`src/rtl/pwm_bank_pkg.sv`:
```
package pwm_bank_pkg;

   // prescale select width; ratio = 2**sel
   localparam int PRESEL_W    = 2;
   // control word: polarity position
   localparam int CTL_POL_BIT = 5;

   typedef enum logic [1:0] {
      REG_NONE = 2'd0,
      REG_PER  = 2'd1,
      REG_DUT  = 2'd2,
      REG_CTL  = 2'd3
   } reg_kind_e;

   typedef struct packed {
      logic                pol;
      logic [PRESEL_W-1:0] div;
   } chan_cfg_t;

endpackage

```
`src/rtl/pwm_bank_decode.sv`:
```
module pwm_bank_decode
   import pwm_bank_pkg::*;
#(
   parameter int NUM_CH   = 4,
   parameter int ADDR_W   = 12,
   parameter int IDX_W    = 2,
   parameter int PER_BASE = 'h400,
   parameter int DUT_BASE = 'h420,
   parameter int CTL_BASE = 'h440
) (
   input  logic [ADDR_W-1:0] addr,
   output reg_kind_e         kind_o,
   output logic [IDX_W-1:0]  idx_o
);

   always_comb begin
      kind_o = REG_NONE;
      idx_o  = '0;
      for (int k = 0; k < NUM_CH; k++) begin
         if (addr == ADDR_W'(PER_BASE + 4 * k)) begin
            kind_o = REG_PER;
            idx_o  = IDX_W'(k);
         end
         if (addr == ADDR_W'(DUT_BASE + 4 * k)) begin
            kind_o = REG_DUT;
            idx_o  = IDX_W'(k);
         end
         if (addr == ADDR_W'(CTL_BASE + 4 * k)) begin
            kind_o = REG_CTL;
            idx_o  = IDX_W'(k);
         end
      end
   end

endmodule

```
`src/rtl/pwm_prescale.sv`:
```
module pwm_prescale
   import pwm_bank_pkg::*;
(
   input  logic                clk,
   input  logic                rst,
   input  logic                tick_en,
   input  logic [PRESEL_W-1:0] sel,
   output logic                tick_o
);

   localparam int PC_W = (1 << PRESEL_W) - 1;

   logic [PC_W-1:0] pc_q;
   logic [PC_W-1:0] limit;

   assign limit  = PC_W'((1 << sel) - 1);
   assign tick_o = tick_en && (pc_q >= limit);

   always_ff @(posedge clk) begin
      if (rst)
         pc_q <= '0;
      else if (tick_en)
         pc_q <= tick_o ? '0 : pc_q + 1'b1;
   end

   // a prescaled tick only ever comes from a timebase pulse
   p_tick_gated_r3 : assert property (@(posedge clk) disable iff (rst)
      tick_o |-> tick_en);

   // ratio 1 passes every timebase pulse
   p_div_one_r3 : assert property (@(posedge clk) disable iff (rst)
      (tick_en && sel == '0) |-> tick_o);

endmodule

```
`src/rtl/pwm_chan.sv`:
```
module pwm_chan
   import pwm_bank_pkg::*;
#(
   parameter int CNT_W = 16
) (
   input  logic             clk,
   input  logic             rst,
   input  logic             tick_en,
   input  logic             wr_per,
   input  logic             wr_dut,
   input  logic             wr_ctl,
   input  logic [CNT_W-1:0] wr_cnt,
   input  chan_cfg_t        wr_cfg,
   output logic [CNT_W-1:0] prog_per_o,
   output logic [CNT_W-1:0] prog_dut_o,
   output chan_cfg_t        prog_cfg_o,
   output logic             pwm_o
);

   logic [CNT_W-1:0] prog_per_q, prog_dut_q;
   chan_cfg_t        prog_cfg_q;
   logic [CNT_W-1:0] act_per_q, act_dut_q;
   chan_cfg_t        act_cfg_q;
   logic [CNT_W-1:0] cnt_q;
   logic             pend_q;
   logic             ch_tick, running, at_end, load_now, on_phase;

   pwm_prescale u_pre (
      .clk     (clk),
      .rst     (rst),
      .tick_en (tick_en),
      .sel     (act_cfg_q.div),
      .tick_o  (ch_tick)
   );

   assign running  = (act_per_q != '0);
   assign at_end   = running && (cnt_q == act_per_q - 1'b1);
   assign load_now = pend_q && (!running || at_end);
   assign on_phase = (cnt_q < act_dut_q);
   assign pwm_o    = running && (on_phase ^ act_cfg_q.pol);

   always_ff @(posedge clk) begin
      if (rst) begin
         prog_per_q <= '0;
         prog_dut_q <= '0;
         prog_cfg_q <= '0;
         act_per_q  <= '0;
         act_dut_q  <= '0;
         act_cfg_q  <= '0;
         cnt_q      <= '0;
         pend_q     <= 1'b0;
      end else begin
         if (ch_tick) begin
            if (load_now) begin
               act_per_q <= prog_per_q;
               act_dut_q <= prog_dut_q;
               act_cfg_q <= prog_cfg_q;
               cnt_q     <= '0;
               pend_q    <= 1'b0;
            end else if (at_end) begin
               cnt_q <= '0;
            end else if (running) begin
               cnt_q <= cnt_q + 1'b1;
            end
         end
         if (wr_dut) prog_dut_q <= wr_cnt;
         if (wr_ctl) prog_cfg_q <= wr_cfg;
         if (wr_per) begin
            prog_per_q <= wr_cnt;
            pend_q     <= 1'b1;
         end
      end
   end

   assign prog_per_o = prog_per_q;
   assign prog_dut_o = prog_dut_q;
   assign prog_cfg_o = prog_cfg_q;

   // with nothing armed, the applied settings never move
   p_active_frozen_r6 : assert property (@(posedge clk) disable iff (rst)
      !pend_q |=> ($stable(act_per_q) && $stable(act_dut_q) && $stable(act_cfg_q)));

   // a period write always arms the hand-over
   p_period_arms_r7 : assert property (@(posedge clk) disable iff (rst)
      wr_per |=> pend_q);

   // the in-period count stays inside the period
   p_count_bound_r4 : assert property (@(posedge clk) disable iff (rst)
      running |-> (cnt_q < act_per_q));

   // full duty on a normal-polarity channel keeps the pin high
   p_full_duty_r4 : assert property (@(posedge clk) disable iff (rst)
      (running && act_dut_q >= act_per_q && !act_cfg_q.pol) |-> pwm_o);

endmodule

```
`src/rtl/pwm_bank.sv`:
```
module pwm_bank
   import pwm_bank_pkg::*;
#(
   parameter int NUM_CH   = 4,
   parameter int CNT_W    = 16,
   parameter int ADDR_W   = 12,
   parameter int PER_BASE = 'h400,
   parameter int DUT_BASE = 'h420,
   parameter int CTL_BASE = 'h440
) (
   input  logic              clk,
   input  logic              rst,
   input  logic              tick_en,
   input  logic              wr_en,
   input  logic              rd_en,
   input  logic [ADDR_W-1:0] addr,
   input  logic [31:0]       wdata,
   output logic [31:0]       rdata,
   output logic [NUM_CH-1:0] pwm_o
);

   localparam int IDX_W  = (NUM_CH > 1) ? $clog2(NUM_CH) : 1;
   localparam int SPAN   = 4 * NUM_CH;
   localparam int WR_N   = 3 * NUM_CH;

   // elaboration-time parameter checks
   if (NUM_CH < 2 || NUM_CH > 8) begin : g_bad_nch
      $error("pwm_bank: NUM_CH must be 2..8");
   end
   if (CNT_W < 2 || CNT_W > 24) begin : g_bad_cnt
      $error("pwm_bank: CNT_W must be 2..24");
   end
   if ((PER_BASE % 4) != 0 || (DUT_BASE % 4) != 0 || (CTL_BASE % 4) != 0) begin : g_bad_align
      $error("pwm_bank: register bases must be word aligned");
   end
   if (PER_BASE + SPAN > DUT_BASE || DUT_BASE + SPAN > CTL_BASE) begin : g_bad_overlap
      $error("pwm_bank: register windows overlap");
   end
   if (CTL_BASE + SPAN > (1 << ADDR_W)) begin : g_bad_addr
      $error("pwm_bank: register windows exceed ADDR_W");
   end

   reg_kind_e        dec_kind;
   logic [IDX_W-1:0] dec_idx;
   chan_cfg_t        wr_cfg;
   logic [WR_N-1:0]  wr_vec;
   logic [31:0]      rd_word, rdata_q;
   logic [CNT_W-1:0] prog_per [NUM_CH];
   logic [CNT_W-1:0] prog_dut [NUM_CH];
   chan_cfg_t        prog_cfg [NUM_CH];
   logic             unused_wdata;

   assign unused_wdata = ^wdata;

   pwm_bank_decode #(
      .NUM_CH   (NUM_CH),
      .ADDR_W   (ADDR_W),
      .IDX_W    (IDX_W),
      .PER_BASE (PER_BASE),
      .DUT_BASE (DUT_BASE),
      .CTL_BASE (CTL_BASE)
   ) u_dec (
      .addr   (addr),
      .kind_o (dec_kind),
      .idx_o  (dec_idx)
   );

   assign wr_cfg.pol = wdata[CTL_POL_BIT];
   assign wr_cfg.div = wdata[PRESEL_W-1:0];

   for (genvar i = 0; i < NUM_CH; i++) begin : g_ch
      logic sel_here, s_per, s_dut, s_ctl;
      assign sel_here = wr_en && (dec_idx == IDX_W'(i));
      assign s_per    = sel_here && (dec_kind == REG_PER);
      assign s_dut    = sel_here && (dec_kind == REG_DUT);
      assign s_ctl    = sel_here && (dec_kind == REG_CTL);
      assign wr_vec[3*i +: 3] = {s_per, s_dut, s_ctl};

      pwm_chan #(.CNT_W(CNT_W)) u_chan (
         .clk        (clk),
         .rst        (rst),
         .tick_en    (tick_en),
         .wr_per     (s_per),
         .wr_dut     (s_dut),
         .wr_ctl     (s_ctl),
         .wr_cnt     (wdata[CNT_W-1:0]),
         .wr_cfg     (wr_cfg),
         .prog_per_o (prog_per[i]),
         .prog_dut_o (prog_dut[i]),
         .prog_cfg_o (prog_cfg[i]),
         .pwm_o      (pwm_o[i])
      );
   end

   always_comb begin
      rd_word = '0;
      for (int k = 0; k < NUM_CH; k++) begin
         if (dec_idx == IDX_W'(k)) begin
            case (dec_kind)
               REG_PER: rd_word = 32'(prog_per[k]);
               REG_DUT: rd_word = 32'(prog_dut[k]);
               REG_CTL: begin
                  rd_word[CTL_POL_BIT]    = prog_cfg[k].pol;
                  rd_word[PRESEL_W-1:0]   = prog_cfg[k].div;
               end
               default: ;
            endcase
         end
      end
   end

   always_ff @(posedge clk) begin
      if (rst)
         rdata_q <= '0;
      else if (rd_en)
         rdata_q <= rd_word;
   end

   assign rdata = rdata_q;

   // at most one register strobe per write
   p_one_strobe_r2 : assert property (@(posedge clk) disable iff (rst)
      $onehot0(wr_vec));

   // an unmapped read returns zero
   p_unmapped_zero_r2 : assert property (@(posedge clk) disable iff (rst)
      (rd_en && dec_kind == REG_NONE) |=> (rdata == 32'd0));

endmodule

```
`config.mk`:
```
export PLATFORM = sky130hd
export DESIGN_NAME = pwm_bank
export DESIGN_NICKNAME = d
export VERILOG_FILES = /design/src/rtl/pwm_bank_pkg.sv /design/src/rtl/pwm_bank_decode.sv /design/src/rtl/pwm_prescale.sv /design/src/rtl/pwm_chan.sv /design/src/rtl/pwm_bank.sv
export SDC_FILE = /design/constraint.sdc
export NUM_CORES = 1
export LEC_CHECK = 0
export BUFFER_PORTS_ARGS = -buffer_cell sky130_fd_sc_hd__buf_2
export CORE_MARGIN = 3
export CORE_UTILIZATION = 45
export CTS_BUF_LIST = sky130_fd_sc_hd__clkbuf_2 sky130_fd_sc_hd__clkbuf_4 sky130_fd_sc_hd__clkbuf_8
export DETAILED_ROUTE_END_ITERATION = 6
export GPL_TIMING_DRIVEN = 1
export PLACE_DENSITY = 0.7
export SLEW_MARGIN = 20
export SYNTH_ARGS = -nofsm -noshare
export SYNTH_HDL_FRONTEND = slang
export SYNTH_SLANG_ARGS = --single-unit
```
`constraint.sdc`:
```
create_clock -name clk -period 7.4 [get_ports clk]
set_input_delay 0.74 -clock clk [delete_from_list [all_inputs] [get_ports clk]]
set_output_delay 0.74 -clock clk [all_outputs]
set_load 0.01 [all_outputs]
```
==> impl_results.md <==
- Worst-path clk slew: about 70 ps
- Antenna Nets Post-Route: 0
- Hold_buf cts: 0
- Port Buf Inserts: 52
- Max VDD drop: 0.118 mV
- Die X: between 200 and 250 um
- Ports: 85
- Number of synthesized flops with an enable pin: 0
- Setup TNS: 0 ps
- Max Clk Rate: between 200 and 250 MHz
- Initial Util: 0.458
- Share of cells above drive strength 1: 0.0851
- FF+latch count, synth: 376
- Die ar.: roughly 48000 sq um
- Worst Tran Pin Value: 1140 ps
- H-tree depth: 2
- Minimum clock period: 4150 ps
- Synth top area cells: dfxtp_1 37%, a21oi_1 7.9%, nand2_1 6.9%
- Hold_sp: wdata[15]
- Area fraction of the dominant cell type after synthesis: 0.370
- Worst-Skew Late Latency: 650 ps
- Max-slew violation count: 0
- Post-Syn Instances: 2572
- Hold Path Sink: g_ch[2].u_chan.prog_dut_o[15]
- Crit-path max FO: 11
- # DRC: 0
- Fillers: 4200
- Int Power: 3.06 mW
- Maxcap violations: 0
- Global route total overflow: 0
- Sequential power share: 0.508
- Worst reg2reg startpoint: g_ch[1].u_chan.act_per_q[0]
- Clk network pwr share: 0.465
- Site row count: 77
- Synth cell types: 80
- Vias in the first global route: about 17000
- # Post-CTS Setup Buffers: 0
- Initial antenna violation count: 4
- RSZ-0062 raised after global routing: no
- Most frequent cell after synthesis: dfxtp_1
- Post-Place Cell Area: between 20000 and 25000 sq um
- Fin area: approximately 22000 sq um
- Overall routed net length: 58800 um
- Syn avg cell area: 7.90 sq um
- Synth async-reset ratio: 0
- Clock Tree Buf Depth: 3
- Post-cts sizing count: 0
- Critical path class: register to output pin
- Final hold viol count: 0
- Final net count: 2640
- CTS Buf Count: 60
- Primary FF master, synth: dfxtp_1
- Area Growth Syn to Fin: 7.81%
- R2R Path End: g_ch[1].u_chan.cnt_q[11]
- Core area: 44400 sq um
- Crit end category: output pin
- Hold Crit Depth: 3
- Worst Skew: about 16 ps
- Non-filler cells, final: 3143
- DR pass1 iterations: 5
- Leak: 7.98 nW
- Synth cell count leaders: 376 x dfxtp_1, 371 x nand2_1, 320 x a21oi_1
- Synth warn: 0
- Slew HR: 0.234
- Placed Cells incl. Taps: 3033
- Seq/Total Area, Yosys: 0.370
- Yosys top cell by area: dfxtp_1
- R2r worst-path depth: 10
- Combinational cell fraction of total power: 0.026
- Cell Pwr Density: 182 nW/um^2
- Post-synthesis cell area: 20300 sq um
- Register Area: 7530 sq um
- Routed WL per cell: 18.7 um
- Period utilisation layout: 0.561
- Final HPWL DP: approximately 41000 um
- Via count: 18600
- CTS tree: yes
- Largest net degree at the start of global routing: 202
- Global-route usage over all layers: 0.240
- First-pass GRT wire length: 93500 um
- Critical path required time: ~6700 ps
- Status: complete, no violations
- Setup violations, final: 0
- Routability Congestion: 0.929
- Vias per cell: 5.93
- Multi-input gate area: 11700 sq um
- Net Sw Frac: 0.232
- Sw power: 923 uW
- Clock Sinks: 376
- Initial DRC count: 1944
- CP startpoint kind: register
- Worst path arrival time: 3410 ps
- Root buf cell: clkbuf_8
- R2R Setup Slk: around 3300 ps
- Vert. Die Dim: 219 um
- Hold Path Class: primary input to register
[final cells by class]
class | instances | area share
Clock buffer | 101 | 0.0552
Inverter | 85 | 0.0146
Antenna cell | 2 | 0.000228
Timing Repair Buffer | 67 | 0.0180
Tap cell | 592 | 0.0338
Multi-Input combinational cell | 1913 | 0.533
Sequential cell | 376 | 0.344
Clock inverter | 7 | 0.00183
[worst max-delay path by stage]
stage	startpoint	to	slack [ps]	cells after the start
6_report	g_ch[3].u_chan.act_per_q[0]	pwm_o[3]	3250	8
3_3_place_gp	addr[4]	rdata[0]	3020	14
2_1_floorplan	addr[4]	g_ch[3].u_chan.prog_dut_o[5]	4000	11
4_1_cts	g_ch[3].u_chan.act_per_q[0]	pwm_o[3]	3250	8
5_1_grt	g_ch[3].u_chan.act_per_q[0]	pwm_o[3]	2900	8
3_5_place_dp	addr[4]	g_ch[2].u_chan.prog_per_o[12]	2960	9
[worst max-delay path, cell delays in order, from the launching register on]
cell	delay, ps
dfxtp_1	410
inv_1	100
ha_1	390
nor4b_1	750
nand4_1	380
and3_1	310
mux2i_1	130
nand3_1	120
buf_2	160
[flip-flops by register name, indices dropped and copies added (netlist names), 16 cells and up]
signal and count:
g_ch.u_chan.prog_per_o 64, g_ch.u_chan.act_dut_q 64, g_ch.u_chan.act_per_q 64, g_ch.u_chan.cnt_q 64, g_ch.u_chan.prog_dut_o 64, rdata 16
[through the flow]
| stage | power [mW] | hold slack [ps] | setup WS [ps] | util |
|---|---|---|---|---|
| after floorplan | 2.14 | 444 | 4000 | - |
| after global placement | 2.17 | 453 | 3020 | 0.464 |
| after detailed placement | 2.17 | 460 | 2960 | 0.464 |
| after CTS | 4.01 | 401 | 3250 | 0.493 |
| after global routing | 4.10 | 451 | 2900 | 0.493 |
| final | 3.98 | 443 | 3250 | 0.493 |
[power groups by stage]
stage | clock (mW) | combinational [mW] | sequential [mW]
6_report | 1.85 | 0.105 | 2.02
5_1_grt | 1.96 | 0.111 | 2.02
4_1_cts | 1.88 | 0.101 | 2.02
3_5_place_dp | 0 | 0.101 | 2.07
3_3_place_gp | 0 | 0.0996 | 2.07
2_1_floorplan | 0 | 0.0721 | 2.07
[routing by layer]
layer / GRT usage / part of all wire / routed length, um
met5: 0 / 0.00041 / 24
met4: 0.104 / 0.043 / 2510
met3: 0.0325 / 0.070 / 4120
met2: 0.377 / 0.45 / 26300
met1: 0.330 / 0.44 / 25800
[layout by cell type, fill, tap and decap left out, types with 35 or more instances in the layout]
| cell type | synthesis | routed |
|---|---|---|
| xnor2_1 | 55 | 55 |
| mux2i_1 | 50 | 50 |
| clkbuf_8 | 0 | 72 |
| nand4_1 | 35 | 35 |
| a21o_1 | 37 | 37 |
| inv_1 | 83 | 83 |
| nand3_1 | 128 | 127 |
| buf_2 | 13 | 51 |
| xor2_1 | 66 | 66 |
| o31ai_1 | 38 | 38 |
| nand2_1 | 371 | 371 |
| nor2_1 | 167 | 159 |
| nand4b_1 | 37 | 37 |
| o21ai_0 | 116 | 115 |
| ha_1 | 88 | 86 |
| a21oi_1 | 320 | 319 |
| dfxtp_1 | 376 | 376 |
[cell families after synthesis]
logic type | Yosys count | synth area share
other | 1 | 0.000185
adders and majority gates | 88 | 0.0542
muxes | 53 | 0.0263
DFF | 376 | 0.370
buffers and inverters | 298 | 0.0622
and+or+nand+nor | 921 | 0.217
AOI/OAI and AO/OA | 714 | 0.217
xor gates and xnor gates | 121 | 0.0522
Note: power is estimated with default switching activity, not from simulation.
